**src/rtl/tmr_pkg.sv**
```systemverilog
package tmr_pkg;
  localparam int unsigned BUS_W = 32;
  localparam int unsigned DIV_W = 3;

  localparam logic [7:0] OFS_CTRL  = 8'h00;
  localparam logic [7:0] OFS_COUNT = 8'h04;
  localparam logic [7:0] OFS_MODV  = 8'h08;
  localparam logic [7:0] OFS_CHCS  = 8'h0C;
  localparam logic [7:0] OFS_CHVAL = 8'h10;
  localparam logic [7:0] OFS_STAT  = 8'h1C;
  localparam logic [7:0] OFS_WIDTH = 8'h20;

  typedef struct packed {
    logic [1:0]       run_mode;
    logic [DIV_W-1:0] div_exp;
  } tmr_ctrl_t;
endpackage

```
**src/rtl/tmr_prescaler.sv**
```systemverilog
module tmr_prescaler #(
  parameter int unsigned DIV_W = 3
) (
  input  logic             clk,
  input  logic             rst_n,
  input  logic             en_i,
  input  logic [DIV_W-1:0] div_i,
  output logic             tick_o
);
  localparam int unsigned PRE_W = (1 << DIV_W) - 1;

  logic [PRE_W-1:0] pre_q, pre_d, mask;

  // mask has the low div_i bits set
  for (genvar i = 0; i < PRE_W; i++) begin : g_mask
    assign mask[i] = (i < int'(div_i));
  end

  always_comb begin
    pre_d = pre_q;
    if (en_i) pre_d = pre_q + 1'b1;
    else      pre_d = '0;
  end

  always_ff @(posedge clk or negedge rst_n) begin
    if (!rst_n) pre_q <= '0;
    else        pre_q <= pre_d;
  end

  assign tick_o = en_i && ((pre_q & mask) == mask);

  assert_idle_clear_R4: assert property (@(posedge clk) disable iff (!rst_n)
    !en_i |=> (pre_q == '0));
endmodule

```
**src/rtl/tmr_counter.sv**
```systemverilog
module tmr_counter #(
  parameter int unsigned CNT_W = 32
) (
  input  logic             clk,
  input  logic             rst_n,
  input  logic             tick_i,
  input  logic             zero_i,
  input  logic [CNT_W-1:0] modv_i,
  output logic [CNT_W-1:0] cnt_o,
  output logic [CNT_W-1:0] cnt_next_o,
  output logic             wrap_o
);
  logic [CNT_W-1:0] cnt_q, cnt_d;
  logic             at_top;

  assign at_top = (cnt_q == modv_i);

  always_comb begin
    cnt_d = cnt_q;
    if (zero_i)      cnt_d = '0;
    else if (tick_i) cnt_d = at_top ? '0 : cnt_q + 1'b1;
  end

  always_ff @(posedge clk or negedge rst_n) begin
    if (!rst_n) cnt_q <= '0;
    else        cnt_q <= cnt_d;
  end

  assign cnt_o      = cnt_q;
  assign cnt_next_o = cnt_d;
  assign wrap_o     = tick_i && !zero_i && at_top;

  assert_frozen_R3: assert property (@(posedge clk) disable iff (!rst_n)
    (!tick_i && !zero_i) |=> $stable(cnt_q));
  assert_zero_write_R6: assert property (@(posedge clk) disable iff (!rst_n)
    zero_i |=> (cnt_q == '0));
endmodule

```
**src/rtl/tmr_channel.sv**
```systemverilog
module tmr_channel #(
  parameter int unsigned CNT_W = 32
) (
  input  logic             clk,
  input  logic             rst_n,
  input  logic             cs_we,
  input  logic             val_we,
  input  logic             st_we,
  input  logic [31:0]      wdata,
  input  logic             tick_i,
  input  logic [CNT_W-1:0] cnt_next_i,
  output logic [3:0]       mode_o,
  output logic             ie_o,
  output logic [CNT_W-1:0] val_o,
  output logic             flag_o,
  output logic             irq_o
);
  logic [3:0]       mode_q, mode_d;
  logic             ie_q, ie_d, flag_q, flag_d;
  logic [CNT_W-1:0] val_q, val_d;
  logic             hit, wipe;

  assign hit  = tick_i && (mode_q != 4'd0) && (cnt_next_i == val_q);
  assign wipe = (cs_we && wdata[7]) || (st_we && wdata[0]);

  always_comb begin
    mode_d = mode_q;
    ie_d   = ie_q;
    val_d  = val_q;
    if (cs_we) begin
      mode_d = wdata[5:2];
      ie_d   = wdata[6];
    end
    if (val_we) val_d = wdata[CNT_W-1:0];
    flag_d = flag_q;
    if (hit)       flag_d = 1'b1;
    else if (wipe) flag_d = 1'b0;
  end

  always_ff @(posedge clk or negedge rst_n) begin
    if (!rst_n) begin
      mode_q <= '0;
      ie_q   <= 1'b0;
      val_q  <= '0;
      flag_q <= 1'b0;
    end else begin
      mode_q <= mode_d;
      ie_q   <= ie_d;
      val_q  <= val_d;
      flag_q <= flag_d;
    end
  end

  assign mode_o = mode_q;
  assign ie_o   = ie_q;
  assign val_o  = val_q;
  assign flag_o = flag_q;
  assign irq_o  = flag_q & ie_q;

  assert_match_sets_R7: assert property (@(posedge clk) disable iff (!rst_n)
    hit |=> flag_q);
  assert_match_beats_clear_R10: assert property (@(posedge clk) disable iff (!rst_n)
    (hit && wipe) |=> flag_q);
  assert_off_no_flag_R8: assert property (@(posedge clk) disable iff (!rst_n)
    $rose(flag_q) |-> ($past(mode_q) != 4'd0));
endmodule

```
**src/rtl/cmp_timer.sv**
```systemverilog
module cmp_timer #(
  parameter int unsigned CNT_W = 32
) (
  input  logic        clk,
  input  logic        rst_n,
  input  logic        req_valid,
  output logic        req_ready,
  input  logic        req_write,
  input  logic [7:0]  req_addr,
  input  logic [31:0] req_wdata,
  output logic        rsp_valid,
  output logic [31:0] rsp_rdata,
  output logic        irq
);
  import tmr_pkg::*;

  logic [1:0] rs_q;
  logic       rst_s_n;

  always_ff @(posedge clk or negedge rst_n) begin
    if (!rst_n) rs_q <= 2'b00;
    else        rs_q <= {rs_q[0], 1'b1};
  end
  assign rst_s_n = rs_q[1];

  logic wr, rd;
  assign req_ready = 1'b1;
  assign wr = req_valid && req_write;
  assign rd = req_valid && !req_write;

  tmr_ctrl_t        ctrl_q, ctrl_d;
  logic             tof_q, tof_d;
  logic [CNT_W-1:0] modv_q, modv_d;
  logic             tick, wrap, zero_cnt;
  logic [CNT_W-1:0] cnt, cnt_next, ch_val;
  logic [3:0]       ch_mode;
  logic             ch_ie, ch_flag;

  assign zero_cnt = wr && (req_addr == OFS_COUNT);

  tmr_prescaler #(.DIV_W(DIV_W)) u_pre (
    .clk(clk), .rst_n(rst_s_n), .en_i(ctrl_q.run_mode != 2'b00),
    .div_i(ctrl_q.div_exp), .tick_o(tick));

  tmr_counter #(.CNT_W(CNT_W)) u_cnt (
    .clk(clk), .rst_n(rst_s_n), .tick_i(tick), .zero_i(zero_cnt),
    .modv_i(modv_q), .cnt_o(cnt), .cnt_next_o(cnt_next), .wrap_o(wrap));

  tmr_channel #(.CNT_W(CNT_W)) u_ch0 (
    .clk(clk), .rst_n(rst_s_n),
    .cs_we(wr && (req_addr == OFS_CHCS)),
    .val_we(wr && (req_addr == OFS_CHVAL)),
    .st_we(wr && (req_addr == OFS_STAT)),
    .wdata(req_wdata), .tick_i(tick), .cnt_next_i(cnt_next),
    .mode_o(ch_mode), .ie_o(ch_ie), .val_o(ch_val),
    .flag_o(ch_flag), .irq_o(irq));

  always_comb begin
    ctrl_d = ctrl_q;
    modv_d = modv_q;
    tof_d  = tof_q;
    if (wr && (req_addr == OFS_CTRL)) begin
      ctrl_d.run_mode = req_wdata[4:3];
      ctrl_d.div_exp  = req_wdata[DIV_W-1:0];
      if (req_wdata[7]) tof_d = 1'b0;
    end
    if (wr && (req_addr == OFS_STAT) && req_wdata[8]) tof_d = 1'b0;
    if (wrap) tof_d = 1'b1;
    if (wr && (req_addr == OFS_MODV)) modv_d = req_wdata[CNT_W-1:0];
  end

  always_ff @(posedge clk or negedge rst_s_n) begin
    if (!rst_s_n) begin
      ctrl_q <= '0;
      tof_q  <= 1'b0;
      modv_q <= '1;
    end else begin
      ctrl_q <= ctrl_d;
      tof_q  <= tof_d;
      modv_q <= modv_d;
    end
  end

  logic [31:0] rdata_d, rdata_q;
  logic        rvalid_q;

  always_comb begin
    rdata_d = '0;
    case (req_addr)
      OFS_CTRL:  rdata_d = {24'd0, tof_q, 2'b00, ctrl_q.run_mode, ctrl_q.div_exp};
      OFS_COUNT: rdata_d = 32'(cnt);
      OFS_MODV:  rdata_d = 32'(modv_q);
      OFS_CHCS:  rdata_d = {24'd0, ch_flag, ch_ie, ch_mode, 2'b00};
      OFS_CHVAL: rdata_d = 32'(ch_val);
      OFS_STAT:  rdata_d = {23'd0, tof_q, 7'd0, ch_flag};
      OFS_WIDTH: rdata_d = {8'd0, 8'(CNT_W), 16'd0};
      default:   rdata_d = '0;
    endcase
  end

  always_ff @(posedge clk or negedge rst_s_n) begin
    if (!rst_s_n) begin
      rvalid_q <= 1'b0;
      rdata_q  <= '0;
    end else begin
      rvalid_q <= rd;
      if (rd) rdata_q <= rdata_d;
    end
  end

  assign rsp_valid = rvalid_q;
  assign rsp_rdata = rdata_q;

  assert_read_latency_R12: assert property (@(posedge clk) disable iff (!rst_s_n)
    rd |=> rsp_valid);
  assert_wrap_flag_R5: assert property (@(posedge clk) disable iff (!rst_s_n)
    wrap |=> tof_q);
endmodule

```
**config.mk**
```make
export PLATFORM = sky130hd
export DESIGN_NAME = cmp_timer
export DESIGN_NICKNAME = d
export VERILOG_FILES = /design/src/rtl/tmr_pkg.sv /design/src/rtl/tmr_prescaler.sv /design/src/rtl/tmr_counter.sv /design/src/rtl/tmr_channel.sv /design/src/rtl/cmp_timer.sv
export SDC_FILE = /design/constraint.sdc
export NUM_CORES = 1
export LEC_CHECK = 0
export BUFFER_PORTS_ARGS = -buffer_cell sky130_fd_sc_hd__buf_2
export CORE_MARGIN = 8
export CORE_UTILIZATION = 59
export CTS_CLUSTER_SIZE = 8
export DETAILED_ROUTE_END_ITERATION = 10
export HOLD_SLACK_MARGIN = 0.15
export PLACE_DENSITY = 0.8
export SETUP_SLACK_MARGIN = 0.5
export SLEW_MARGIN = 20
export SYNTH_ARGS = -nofsm -noshare
export SYNTH_HDL_FRONTEND = slang
export SYNTH_SLANG_ARGS = --single-unit
```
**constraint.sdc**
```tcl
create_clock -name clk -period 5.2 [get_ports clk]
set_input_delay 0.52 -clock clk [delete_from_list [all_inputs] [get_ports clk]]
set_output_delay 0.52 -clock clk [all_outputs]
set_load 0.01 [all_outputs]
```
Word-level counts from Yosys, hierarchy flattened
Cells that the tools add are included.
{"block": "op_classes", "addsub": 2, "magnitude_cmp": 7, "n_eq_ne": 9, "mux": 11, "bitwise_logic": 2, "reduce_logical": 26}
{"operator": "one-hot mux 32 bit (7 select lines)", "count": 1}
{"operator": "two-way mux 32 bit", "count": 3}
{"operator": "== test 32 bit", "count": 2}
{"operator": "adder 32 x 1 -> 32 bit, second input constant", "count": 1}
{"operator": "== test 8 x 4 -> 1 bit, second input constant", "count": 2}
{"operator": "== test 8 x 5 -> 1 bit, second input constant", "count": 2}
{"operator": "logical AND 1 bit", "count": 16}
{"operator": "< comparator 3 bit, first input constant", "count": 3}
{"operator": "== test 8 x 3 -> 1 bit, second input constant", "count": 1}
{"operator": "== test 8 x 6 -> 1 bit, second input constant", "count": 1}
{"operator": "logical NOT 8 bit", "count": 1}
{"operator": "adder 7 x 1 -> 7 bit, second input constant", "count": 1}
{"operator": "AND 7 bit", "count": 1}
{"operator": "== test 7 bit", "count": 1}
{"operator": "two-way mux 7 bit", "count": 1}
{"operator": "< comparator 1 x 3 -> 1 bit, first input constant", "count": 2}
{"operator": "< comparator 2 x 3 -> 1 bit, first input constant", "count": 2}
{"operator": "two-way mux 1 bit", "count": 6}
{"operator": "nonzero test 3 bit", "count": 2}
{"operator": "nonzero test 2 bit", "count": 2}
{"operator": "nonzero test 4 bit", "count": 1}
{"operator": "logical NOT 1 bit", "count": 2}
{"operator": "AND reduction 2 bit", "count": 1}
{"operator": "AND 1 bit", "count": 1}
{"operator": "logical OR 1 bit", "count": 1}
{"block": "totals", "register_bits": 150, "in_bits": 44, "out_inout_bits": 35, "word_cells": 70}

Logic depth before layout (Yosys ltp)
Gate-level depths: netlist of the first run.
{"block": "logic_depth", "ltp_word": 9, "depth_mapped": 13, "ltp_nobuf": 11}

Modules after synthesis
Synthesis of the first run repeated with hierarchy kept, for this count alone.
{"block": "hier_totals", "cells_unflattened": 678, "hier_area_um2": 7772.5}
{"module": "cmp_timer", "instances": 1, "cells_each": 297, "area_each_um2": 3617.2, "seq_area_each_um2": 1866.8}
{"module": "tmr_counter", "instances": 1, "cells_each": 216, "area_each_um2": 2019.4, "seq_area_each_um2": 800.8}
{"module": "tmr_channel", "instances": 1, "cells_each": 128, "area_each_um2": 1766.7, "seq_area_each_um2": 950.9}
{"module": "tmr_prescaler", "instances": 1, "cells_each": 37, "area_each_um2": 369.1, "seq_area_each_um2": 175.2}

Worst setup path before layout of the first run
Ideal clock, no wire load.
{"block": "synth_timing", "path_kind": "input to register", "from": "input port req_addr[1]", "to": "register u_ch0.flag_q, in the netlist u_ch0.flag_o", "setup_ps": 92, "arrival_time_ps": 2923, "required_ps": 5108, "path_slack_ps": 2185, "path_stages": 10, "n_path_buf": 1, "cell_sequence": "or4_1 -> nor2_1 -> nand3_1 -> o21ai_1 -> buf_2 -> o21ba_1 -> and4bb_1 -> nand4_1 -> or4_1 -> o31ai_2"}
{"block": "synth_between", "elab_chain_cells": 6, "word_cells_on_any_way": 14, "cone_classes": "eq/ne (4); mux (2); reduce/logical (8)"}
{"item": "start, declared", "line_no": "cmp_timer.sv:9", "rtl": "input logic [7:0] req_addr,"}
{"item": "== test 8 x 3 -> 1 bit", "line_no": "cmp_timer.sv:39", "rtl": "assign zero_cnt = wr && (req_addr == OFS_COUNT);"}
{"item": "logical AND 1 bit", "line_no": "cmp_timer.sv:39"}
{"item": "two-way mux 32 bit", "line_no": "tmr_counter.sv:20", "rtl": "if (zero_i) cnt_d = '0;"}
{"item": "== test 32 bit", "line_no": "tmr_channel.sv:23", "rtl": "assign hit = tick_i && (mode_q != 4'd0) && (cnt_next_i == val_q);"}
{"item": "logical AND 1 bit", "line_no": "tmr_channel.sv:23"}
{"item": "two-way mux 1 bit or nonzero test 2 bit (tied branches)"}
{"item": "end signal, assigned", "line_no": "tmr_channel.sv:50", "rtl": "flag_q <= flag_d;"}
{"item": "end, declared", "line_no": "tmr_channel.sv:19", "rtl": "logic ie_q, ie_d, flag_q, flag_d;"}
Several ways; a longest one is shown, not always the timed one.
A chain may end at the register's enable or synchronous reset.

Worst setup path in the final report of the first run
{"block": "layout_timing", "from": "register u_cnt.cnt_q[0], in the netlist u_cnt.cnt_o[0]", "to": "register u_ch0.flag_q, in the netlist u_ch0.flag_o"}
{"block": "layout_between", "elab_chain_cells": 7, "word_cells_on_any_way": 9, "cone_classes": "add/sub (1); eq/ne (2); mux (4); reduce/logical (2)"}
{"item": "start, declared", "line_no": "tmr_counter.sv:13", "rtl": "logic [CNT_W-1:0] cnt_q, cnt_d;"}
{"item": "start signal, assigned", "line_no": "tmr_counter.sv:26", "rtl": "else cnt_q <= cnt_d;"}
{"item": "adder 32 x 1 -> 32 bit or == test 32 bit (tied branches)", "line_no": "tmr_counter.sv:21, tmr_counter.sv:16"}
{"item": "two-way mux 32 bit", "line_no": "tmr_counter.sv:21", "rtl": "else if (tick_i) cnt_d = at_top ? '0 : cnt_q + 1'b1;"}
{"item": "two-way mux 32 bit *", "line_no": "tmr_counter.sv:21"}
{"item": "two-way mux 32 bit *", "line_no": "tmr_counter.sv:20"}
{"item": "== test 32 bit *", "line_no": "tmr_channel.sv:23"}
{"item": "logical AND 1 bit *", "line_no": "tmr_channel.sv:23"}
{"item": "two-way mux 1 bit or nonzero test 2 bit (tied branches)"}
Every way passes the cells marked *; elsewhere a longest branch is shown, timed or not.

==> results.txt, run 1 <==
The run finished with clean final reports. The DRC violation total after the first TritonRoute iteration came out at 923. The logs give 10000 um for the detailed-routing wirelength on met1 and 0.00909 ns for the worst setup skew after layout. The routed wire length per instance is 24.2 um. The floorplan step defined a core boundary enclosing 0.0131 mm^2. The count of flip-flops with a built-in enable after synthesis works out to 0. For the pin with the worst max-slew slack, the measured transition is 0.798 ns. Entering global routing, the biggest net connects 61 pins. After routing, the total negative slack on setup checks comes to 0 ns. The combined flip-flop and latch cell area is 0.00380 mm^2. Height of the chip: 131 um. Yosys printed 0 warnings. Setup violations remaining at the end of the flow were counted as 0. For the final-stage net count, the log shows 838.

The cell chosen for the clock root is clkbuf_16. The run gives 0 as the number of antenna-violating nets in the routed design. Arrival time of the worst setup path: 4.17 ns. The number of vias in the routed layout was 6451; the number of diodes added for antenna fixing was 0.

The maximum VDD drop is 0.179 mV. The die covers 0.0171 mm^2. Derived from the worst setup path, the maximum achievable clock frequency is 0.261 GHz. Summing all multi-input logic gate instances after layout gives 0.00380 mm^2. 79 I/O pins were placed. STA classifies the critical path startpoint as a flop.

Wires add up to 23700 um. The share of the clock period used by the worst path is 73.6%. The first-pass GRT wire length is 36500 um, and the effective utilization at floorplan is 59.5%.

The analysis attributes to net switching a power of 663 uW. The startpoint identified for the worst hold timing path is req_wdata[19]. The number of vias per cell after detailed routing was 6.58; the number of optimization iterations in the first detailed-route pass was 6. The H-tree depth reported by CTS was 4; the switching part of the total was 24.1%. Summing the areas of all compound-gate instances in the mapped netlist gives 13.2% of the synthesized area. Initial antenna violation count: 0. Power comes to 2750 uW.

Cell internal power was estimated by the tool at 2080 uW. In this run the register-to-register setup slack is 1.38 ns. The run gives 6349 as the number of global-route vias before repair.

The number of standard cells after synthesis came out at 726. The dominant combinational cell family by area after synthesis is simple AND/OR/NAND/NOR gates. Most frequent cell on the critical path: nand3_1. For this run, asynchronously set or reset flops after synthesis account for 100%. From left edge to right edge, the die measures 131 um. On the worst path, the slowest cell contributes a delay of 0.71 ns. The portion of total power attributed to combinational logic is 7.6%, and the met3 routed wirelength is 2050 um. The tools report the max-slew violation count as 0. In this run the tool buffered the top-level ports with 77 buffer cells. The global-route usage over all layers came out at 28.8%. In this run, distinct cell masters in the synthesized netlist total 73. The run gives 46.6% as the clock network fraction of total power. TritonCTS built the clock tree. Compared with the post-synthesis result, the final layout area differs by 14.9%. The critical path is of the flop to flop type. The pre-CTS setup slack was 1.34 ns; the basic-gate share of the synthesized area counting and, or, nand and nor cells was 16.0%. The path class of the tightest hold or removal check is input port to flop. End of the worst hold path: u_ch0.val_o[19]. The detailed route wirelength on metal2 came out at 10800 um. The mean instance size in the synthesized netlist works out to 10.7 um^2.

The tools report the part of the Yosys area used for sequential elements as 48.7%. Setup repair after global routing left no endpoint under its margin. The number of buffers created by CTS was 17; the total power divided by cell area was 307 mW/mm^2. Of the total power, registers draw 45.8%.

The later pin in the worst-skew pair is clocked with a latency of 0.43 ns. Counting the fill cells in the layout gives 1007. The total overflow reported by the global router is 0. The number of hold violations in the final report was 0. The worst register-to-register path has a depth of 11.

The largest fanout on the critical path is 11, and the worst hold path stage count is 3. In the synthesized netlist the dominant register cell turns out to be dfrtp_1. For the finished layout, the period the worst path requires is 3.82 ns.

The endpoint class of the critical path is a flop. On the critical path, the stage with the largest delay is an instance of or4_4. The fraction of layout instances using a drive strength above 1 is 30.4%, and the half-perimeter wire length after detailed placement is 17400 um. For this run, design rule violations remaining after detail routing come to 0.

For the worst setup path, the data required time is 5.54 ns. The tools report the clock tree buffer depth as 2. Walking the worst path, the cells encountered are ha_1 > nand3_1 > nor2_1 > nand3_1 > or4_4 > nand3_1 > o2111ai_1 > and4bb_1 > nand4_1 > or4_1 > o31ai_2.

The highest routed metal layer is met4. In this run the cell area of the synthesized design comes to 0.00778 mm^2. The logs give 1.38 ns for the slack of the critical path and 1.00 for the routability congestion estimate from global placement. Synthesis inferred 150 register bits.

The reported leakage power is 0.00381 uW. The tools report the number of maximum-capacitance constraint violations as 0. The share of the synthesized netlist area taken by xor and xnor gates is 7.88%.

Summing the areas of all fa, ha and maj instances in the mapped netlist gives 0.322% of the synthesized area. Measured against the total synthesized area, the mux share comes to 11.0%. The tools report the startpoint of the worst register-to-register path as u_cnt.cnt_o[0]. Headroom to the max-slew limit came out at 46.8%.

The capture point of the worst reg-to-reg path is u_ch0.flag_o. The post-CTS clock slew at the launch and capture registers of the worst setup and hold paths works out to 0.06 ns. The site row count is 42. Clock tree synthesis found a total of 150 sinks.
cells in the mapped netlist, types with 11 or more instances:
master | number | area share, %
clkbuf_1 | 29 | 1.4
mux2_2 | 69 | 10
a222oi_1 | 26 | 3.3
nor3_1 | 14 | 0.90
xnor2_1 | 63 | 7.1
nor4_1 | 14 | 1.1
nor2_1 | 61 | 2.9
dfrtp_1 | 118 | 38
nand4_1 | 15 | 1.2
a21oi_1 | 16 | 1.0
o21ai_0 | 40 | 2.6
a22oi_1 | 11 | 1.1
nand2_1 | 57 | 2.7
dfstp_2 | 32 | 11
nand3_1 | 26 | 1.7
flip-flops by register name (all words and copies together) (netlist names):
signal / count
u_ch0.val_o: 32
u_cnt.cnt_o: 32
ctrl_q: 5
rsp_valid: 1
u_ch0.flag_o: 1
u_ch0.mode_o: 4
rsp_rdata: 32
modv_q: 32
u_pre.pre_q: 7
rs_q: 2
tof_q: 1
u_ch0.ie_o: 1
logic make-up after synthesis:
group / after synthesis
muxes: 76
buffers and inverters: 51
and+or+nand+nor: 235
xor gates and xnor gates: 70
AOI/OAI and AO/OA: 141
adders and majority gates: 2
DFF: 150
other: 1
how the worst max path moves through the flow:
stage	end	startpoint	slack (ns)	cells past startpoint
after detailed placement	u_ch0.flag_o	req_addr[1]	1.34	12
after global routing	u_ch0.flag_o	u_cnt.cnt_o[0]	1.15	11
final	u_ch0.flag_o	u_cnt.cnt_o[0]	1.38	11
after CTS	u_ch0.flag_o	u_cnt.cnt_o[0]	1.44	11
after floorplan	ctrl_q[0]	rs_q[1]	0.77	0
after global placement	u_ch0.flag_o	req_addr[1]	1.44	12
power by group through the flow:
stage / registers (uW) / logic [uW] / clock network, uW
floorplan: 1260 / 146 / 0
global route: 1260 / 233 / 1340
finish: 1260 / 210 / 1280
global placement: 1280 / 202 / 0
CTS: 1260 / 208 / 1290
detailed placement: 1280 / 206 / 0
critical path: cells and delay by family (launching register included):
kind            cells  cell delay, ns
compound gates      2            0.32
fa+ha+maj           1            0.23
flops               1            0.52
simple gates        8            2.66
what timing repair did:
item	4_1_cts	5_1_grt
setup buffers	0	0
hold endpoints to repair	2	0
endpoints found under the setup margin	0	0
gates resized for setup	0	0
hold buffers	1	0
cells in the final DEF, fill, tap and decap left out, types with 4 or more instances in the layout:
master | netlist | final
nand4_1 | 15 | 15
buf_4 | 2 | 10
dfrtp_1 | 118 | 117
a21oi_1 | 16 | 16
mux2_2 | 69 | 69
o31ai_1 | 5 | 5
nand3_1 | 26 | 26
a22o_1 | 4 | 4
clkbuf_16 | 0 | 17
buf_2 | 5 | 77
nand2_1 | 57 | 57
mux2_1 | 6 | 6
nor2_1 | 61 | 60
nor3_1 | 14 | 13
xor2_1 | 7 | 7
nor3_2 | 3 | 4
and3_1 | 4 | 4
xnor2_1 | 63 | 63
dfstp_2 | 32 | 32
or3_1 | 7 | 7
a22oi_1 | 11 | 11
inv_1 | 9 | 9
a222oi_1 | 26 | 26
o22ai_1 | 5 | 5
nor4_1 | 14 | 13
o21ai_0 | 40 | 40
a221oi_1 | 9 | 9
final cells by class:
cell class,instances,area share (%)
inverters,9,0.378
well taps,176,2.46
clock inverters,11,1.64
repair buffers,88,5.26
clock buffers,21,5.26
flip-flops and latches,150,42.5
multi-input cells,526,42.5
per-layer routing:
| layer | track usage, % | up-vias |
|---|---|---|
| met4 | 14.6 | 0 |
| li1 | - | 2834 |
| met1 | 38.7 | 3201 |
| met3 | 6.62 | 52 |
| met2 | 43.0 | 364 |
| met5 | 0 | - |
stage by stage:
stage               cell area [um^2]  utilization (%)  hold WS (ns)  instances
floorplan                       7790                -         0.224        727
global placement                8310             63.5         0.306        948
detailed placement              8310             63.5         0.308        948
CTS                             8940             68.3         0.319        981
global route                    8940             68.3         0.331        981
finish                          8940             68.3         0.328        981
(Power assumes the default switching activity.)
==> inputs of run 2 (changes only) <==
--- a/config.mk
+++ b/config.mk
@@ -5,13 +5,14 @@
 export SDC_FILE = /design/constraint.sdc
 export NUM_CORES = 1
 export LEC_CHECK = 0
+export ABC_AREA = 1
 export BUFFER_PORTS_ARGS = -buffer_cell sky130_fd_sc_hd__buf_2
 export CORE_MARGIN = 8
-export CORE_UTILIZATION = 59
+export CORE_UTILIZATION = 54
 export CTS_CLUSTER_SIZE = 8
 export DETAILED_ROUTE_END_ITERATION = 10
 export HOLD_SLACK_MARGIN = 0.15
-export PLACE_DENSITY = 0.8
+export PLACE_DENSITY = 0.76
 export SETUP_SLACK_MARGIN = 0.5
 export SLEW_MARGIN = 20
 export SYNTH_ARGS = -nofsm -noshare
==> constraint.sdc (replaced) <==
create_clock -name clk -period 3.1 [get_ports clk]
set_input_delay 0.31 -clock clk [delete_from_list [all_inputs] [get_ports clk]]
set_output_delay 0.31 -clock clk [all_outputs]
set_load 0.01 [all_outputs]
==> run 2 against run 1 <==
  * Clock power up 77%
  * Final area up 15%
  * Fmax up 61%
  * Power up 120%
  * Combinational power rose to 6.5 times the previous value
  * Area after synthesis up 10%
  * Die area up 18%
  * Critical path depth up 6
  * Flip-flop and latch count unchanged
  * Critical endpoint unchanged
  * Largest cell class unchanged
  * Largest power group is now registers
  * Highest routed layer unchanged
==> results.txt, run 2 <==
The flow ran to the end, and the final reports show no timing, DRC or antenna violations. Final setup violation count: 0 (unchanged). For the DRC violation total after the first TritonRoute iteration, the log shows 637 (-31%). The number of global-route vias before repair is 7957 (+25%), and the delay of the slowest critical-path stage is 0.54 ns (-0.17 ns). The startpoint-to-endpoint class of the critical path is flop to flop.

The routed wire length was 25300 um (+6.4%). The arrival time of the worst setup path was 2.75 ns (-1.42 ns); the number of vias per cell after detailed routing was 5.35 (-19%). The number of buffer cells added on primary ports is 77 (unchanged), and the number of buffers created by CTS is 17 (unchanged). The overall die area came out at 0.0202 mm^2 (+18%). Pre-CTS setup slack: 0.409 ns (-0.929 ns).

The most numerous cell type found on the critical path is nand2_1. The minimum period implied by the final worst setup slack is 2.38 ns (-1.44 ns). The run gives 0 (unchanged) as the number of antenna-violating nets in the routed design. The tools report the H-tree depth reported by CTS as 4 (unchanged).

The count of yosys warnings during synthesis is 0 (unchanged), and the initial antenna violation count is 0 (unchanged). The final-stage net count is 1355 (+62%), and the remaining design rule violation count is 0 (unchanged). Setup repair after global routing left no endpoint under its margin.

The tools report the overall power consumption as 6010 uW (+120%). The run gives 65 (+6.6%) as the largest net degree at the start of global routing. The pin slew with the least headroom to its limit was 0.800 ns (+0.00248 ns).

The run gives 1203 (+66%) as the number of standard cells after synthesis. The max-slew violation count is 0 (unchanged), and the height of the chip is 142 um (+8.7%). For the sum of negative setup slack, the log shows 0 ns (unchanged).

The max-slew headroom at the worst pin was 46.6% (-0.22 points). Clock sink total: 150 (unchanged). The fmax was 0.420 GHz (+61%); the share of the clock period used by the worst path was 76.8% (+3.3 points). Critical-path cell with the highest stage delay: dfstp_2. STA classifies the critical path startpoint as a flop. The mean instance size in the synthesized netlist works out to 7.15 um^2 (-33%). The area growth from synthesis to layout is 19.2%. The run gives 40400 um (+11%) as the first-pass GRT wire length.

The number of vias in the routed layout is 8229 (+28%), and the part of the Yosys area used for sequential elements is 44.1% (-4.6 points). In the layout the commonest cells are 373 x nand2_1, 162 x inv_1, 128 x o21ai_0. Worst hold path stage count: 3 (unchanged). Die extent in x: 142 um (+8.7%).

For the global-route usage over all layers, the log shows 25.6% (-3.2 points). Traced cell by cell, the critical path runs through nand2_1 > nand2_1 > nand2_1 > nor2_2 > nand2_1 > nor2_4 > nand3_4 > nand2_1 > buf_4 > nor2_1 > nand2_1 > nand3_1 > nor2_1 > nand2_1 > nor2_1 > nand2_1 > nand2_1. Of all cell types, the one taking the most synthesized area is dfrtp_1. The number of top-level pins is 79 (unchanged), and the post-CTS clock slew at the launch and capture registers of the worst setup and hold paths is 0.06 ns (about the same).

The worst endpoint required time was 3.47 ns (-2.07 ns). In this run the clock root is driven by a clkbuf_16. The most frequently used flop master after synthesis was dfrtp_1. Effective utilization at floorplan: 54.7% (-4.7 points). The maximum VDD drop was 0.421 mV (+140%). For the worst setup skew after layout, the log shows 0.00845 ns (-0.000643 ns). TritonCTS built the clock tree.

The number of diodes added for antenna fixing is 0 (unchanged), and the largest fanout on the critical path is 7 (-4). The leading cell type by number of instances after synthesis is nand2_1. The clock tree buffer depth is 2 (unchanged), and the site row count is 46 (+9.5%).

The routed wire length per instance came out at 16.4 um (-32%). In the post-synthesis netlist, the biggest area contributors are dfrtp_1 34%, nand2_1 16%, dfstp_2 9.8%. The worst reg-to-reg path cell count is 17 (+6), and the slack of the critical path is 0.718 ns (-0.658 ns). The total power divided by cell area is 586 mW/mm^2 (+91%), and the number of storage elements in the synthesis netlist is 150 (unchanged). The min-delay analysis places its worst path in the category input port to flop. The number of maximum-capacitance constraint violations was 0 (unchanged). The count of unique library cells instantiated by Yosys was 41 (-44%); the number of optimization iterations in the first detailed-route pass was 5 (-1). The clock insertion delay at the later pin of the skew report was 0.43 ns (about the same); the number of hold violations in the final report was 0 (unchanged). The worst setup path is captured at a flop. The post-synthesis instance area was 0.00860 mm^2 (+10%).

For the total overflow reported by the global router, the log shows 0 (unchanged). The count of flip-flops with a built-in enable after synthesis was 0 (unchanged); the area inside the core boundary was 0.0157 mm^2 (+20%). The share of async-settable or async-resettable flops after synthesis was 100% (unchanged); the fraction of layout instances using a drive strength above 1 was 15.4% (-15 points). Sorting the synthesized cells by how often they occur yields 376 x nand2_1, 165 x inv_1, 128 x o21ai_0. The tools report the routability congestion estimate from global placement as 0.973 (-2.9%). The run gives 17900 um (+2.8%) as the half-perimeter wire length after detailed placement. The library cell used most frequently in the layout, excluding fill and tap cells, is nand2_1.

The area fraction of the dominant cell type after synthesis works out to 34.3% (-3.6 points). The run gives 0.00494 uW (+30%) as the reported leakage power.
-- run 2: routing by layer --
metal  track usage, %  wire [um]  up-vias
li1                 -          -     4014
met1             32.5      11000     3843
met2             41.7      11800      317
met3             5.07       1660       55
met4             11.0        779        0
met5                0          0        -
-- run 2: what timing repair did --
item / in CTS / in global routing
buffers inserted: 2 / 4
endpoints found under the setup margin: 1 / 1
resized for setup: 1 / 21
hold buffers: 26 / 0
endpoints found under the hold margin: 39 / 0
pin swaps: 1 / 0
-- run 2: power by group --
| part | leakage (uW) | switching (uW) | internal, uW |
|---|---|---|---|
| Sequential | 0.00191 | 249 | 2140 |
| Clock | 0.000310 | 828 | 1430 |
| Combinational | 0.00271 | 818 | 543 |
| Total | 0.00494 | 1890 | 4110 |
-- run 2: metrics by stage --
stage,hold WS (ns),std cells,instance area (um^2),util (%)
floorplan,0.0144,1204,8600,-
global placement,0.0984,1474,9250,58.8
detailed placement,0.100,1474,9250,58.8
CTS,0.150,1534,10200,64.7
global route,0.173,1538,10300,65.3
finish,0.162,1538,10300,65.3
-- run 2: worst max-delay path, delay by kind of cell (launching register included) --
kind	cells	cell delay, ns
buffers and inverters	1	0.20
flip-flops	1	0.54
AND/OR/NAND/NOR	16	1.58
-- run 2: path summary, 6_finish.rpt --
path	from	endpoint	slack, ns
max	modv_q[6]	u_ch0.flag_o	0.72
max reg2reg	modv_q[6]	u_ch0.flag_o	0.72
min in group asynchronous	rs_q[1]	rsp_rdata[3]	0.18
min	req_wdata[4]	modv_q[4]	0.16
max in group asynchronous	rs_q[1]	u_cnt.cnt_o[6]	1.99
min reg2reg	rs_q[1]	rsp_rdata[3]	0.18
-- run 2: cell type report --
class / count / area, um^2
Fill cell: 1364 / 5460
Clock buffer: 24 / 492
Timing Repair Buffer: 132 / 903
Sequential cell: 150 / 3800
Multi-Input combinational cell: 834 / 3990
Tap cell: 216 / 270
Clock inverter: 8 / 146
Inverter: 174 / 656
-- run 2: cells by family after synthesis --
logic type               Yosys count  share of synthesized area [%]
adder cells (fa/ha/maj)            2                          0.291
AO/OA/AOI/OAI                    205                           12.9
AND/OR/NAND/NOR                  584                           28.3
other                              1                         0.0436
XOR/XNOR                          41                           4.18
flip-flops                       150                           44.1
buffers and inverters            220                           10.2
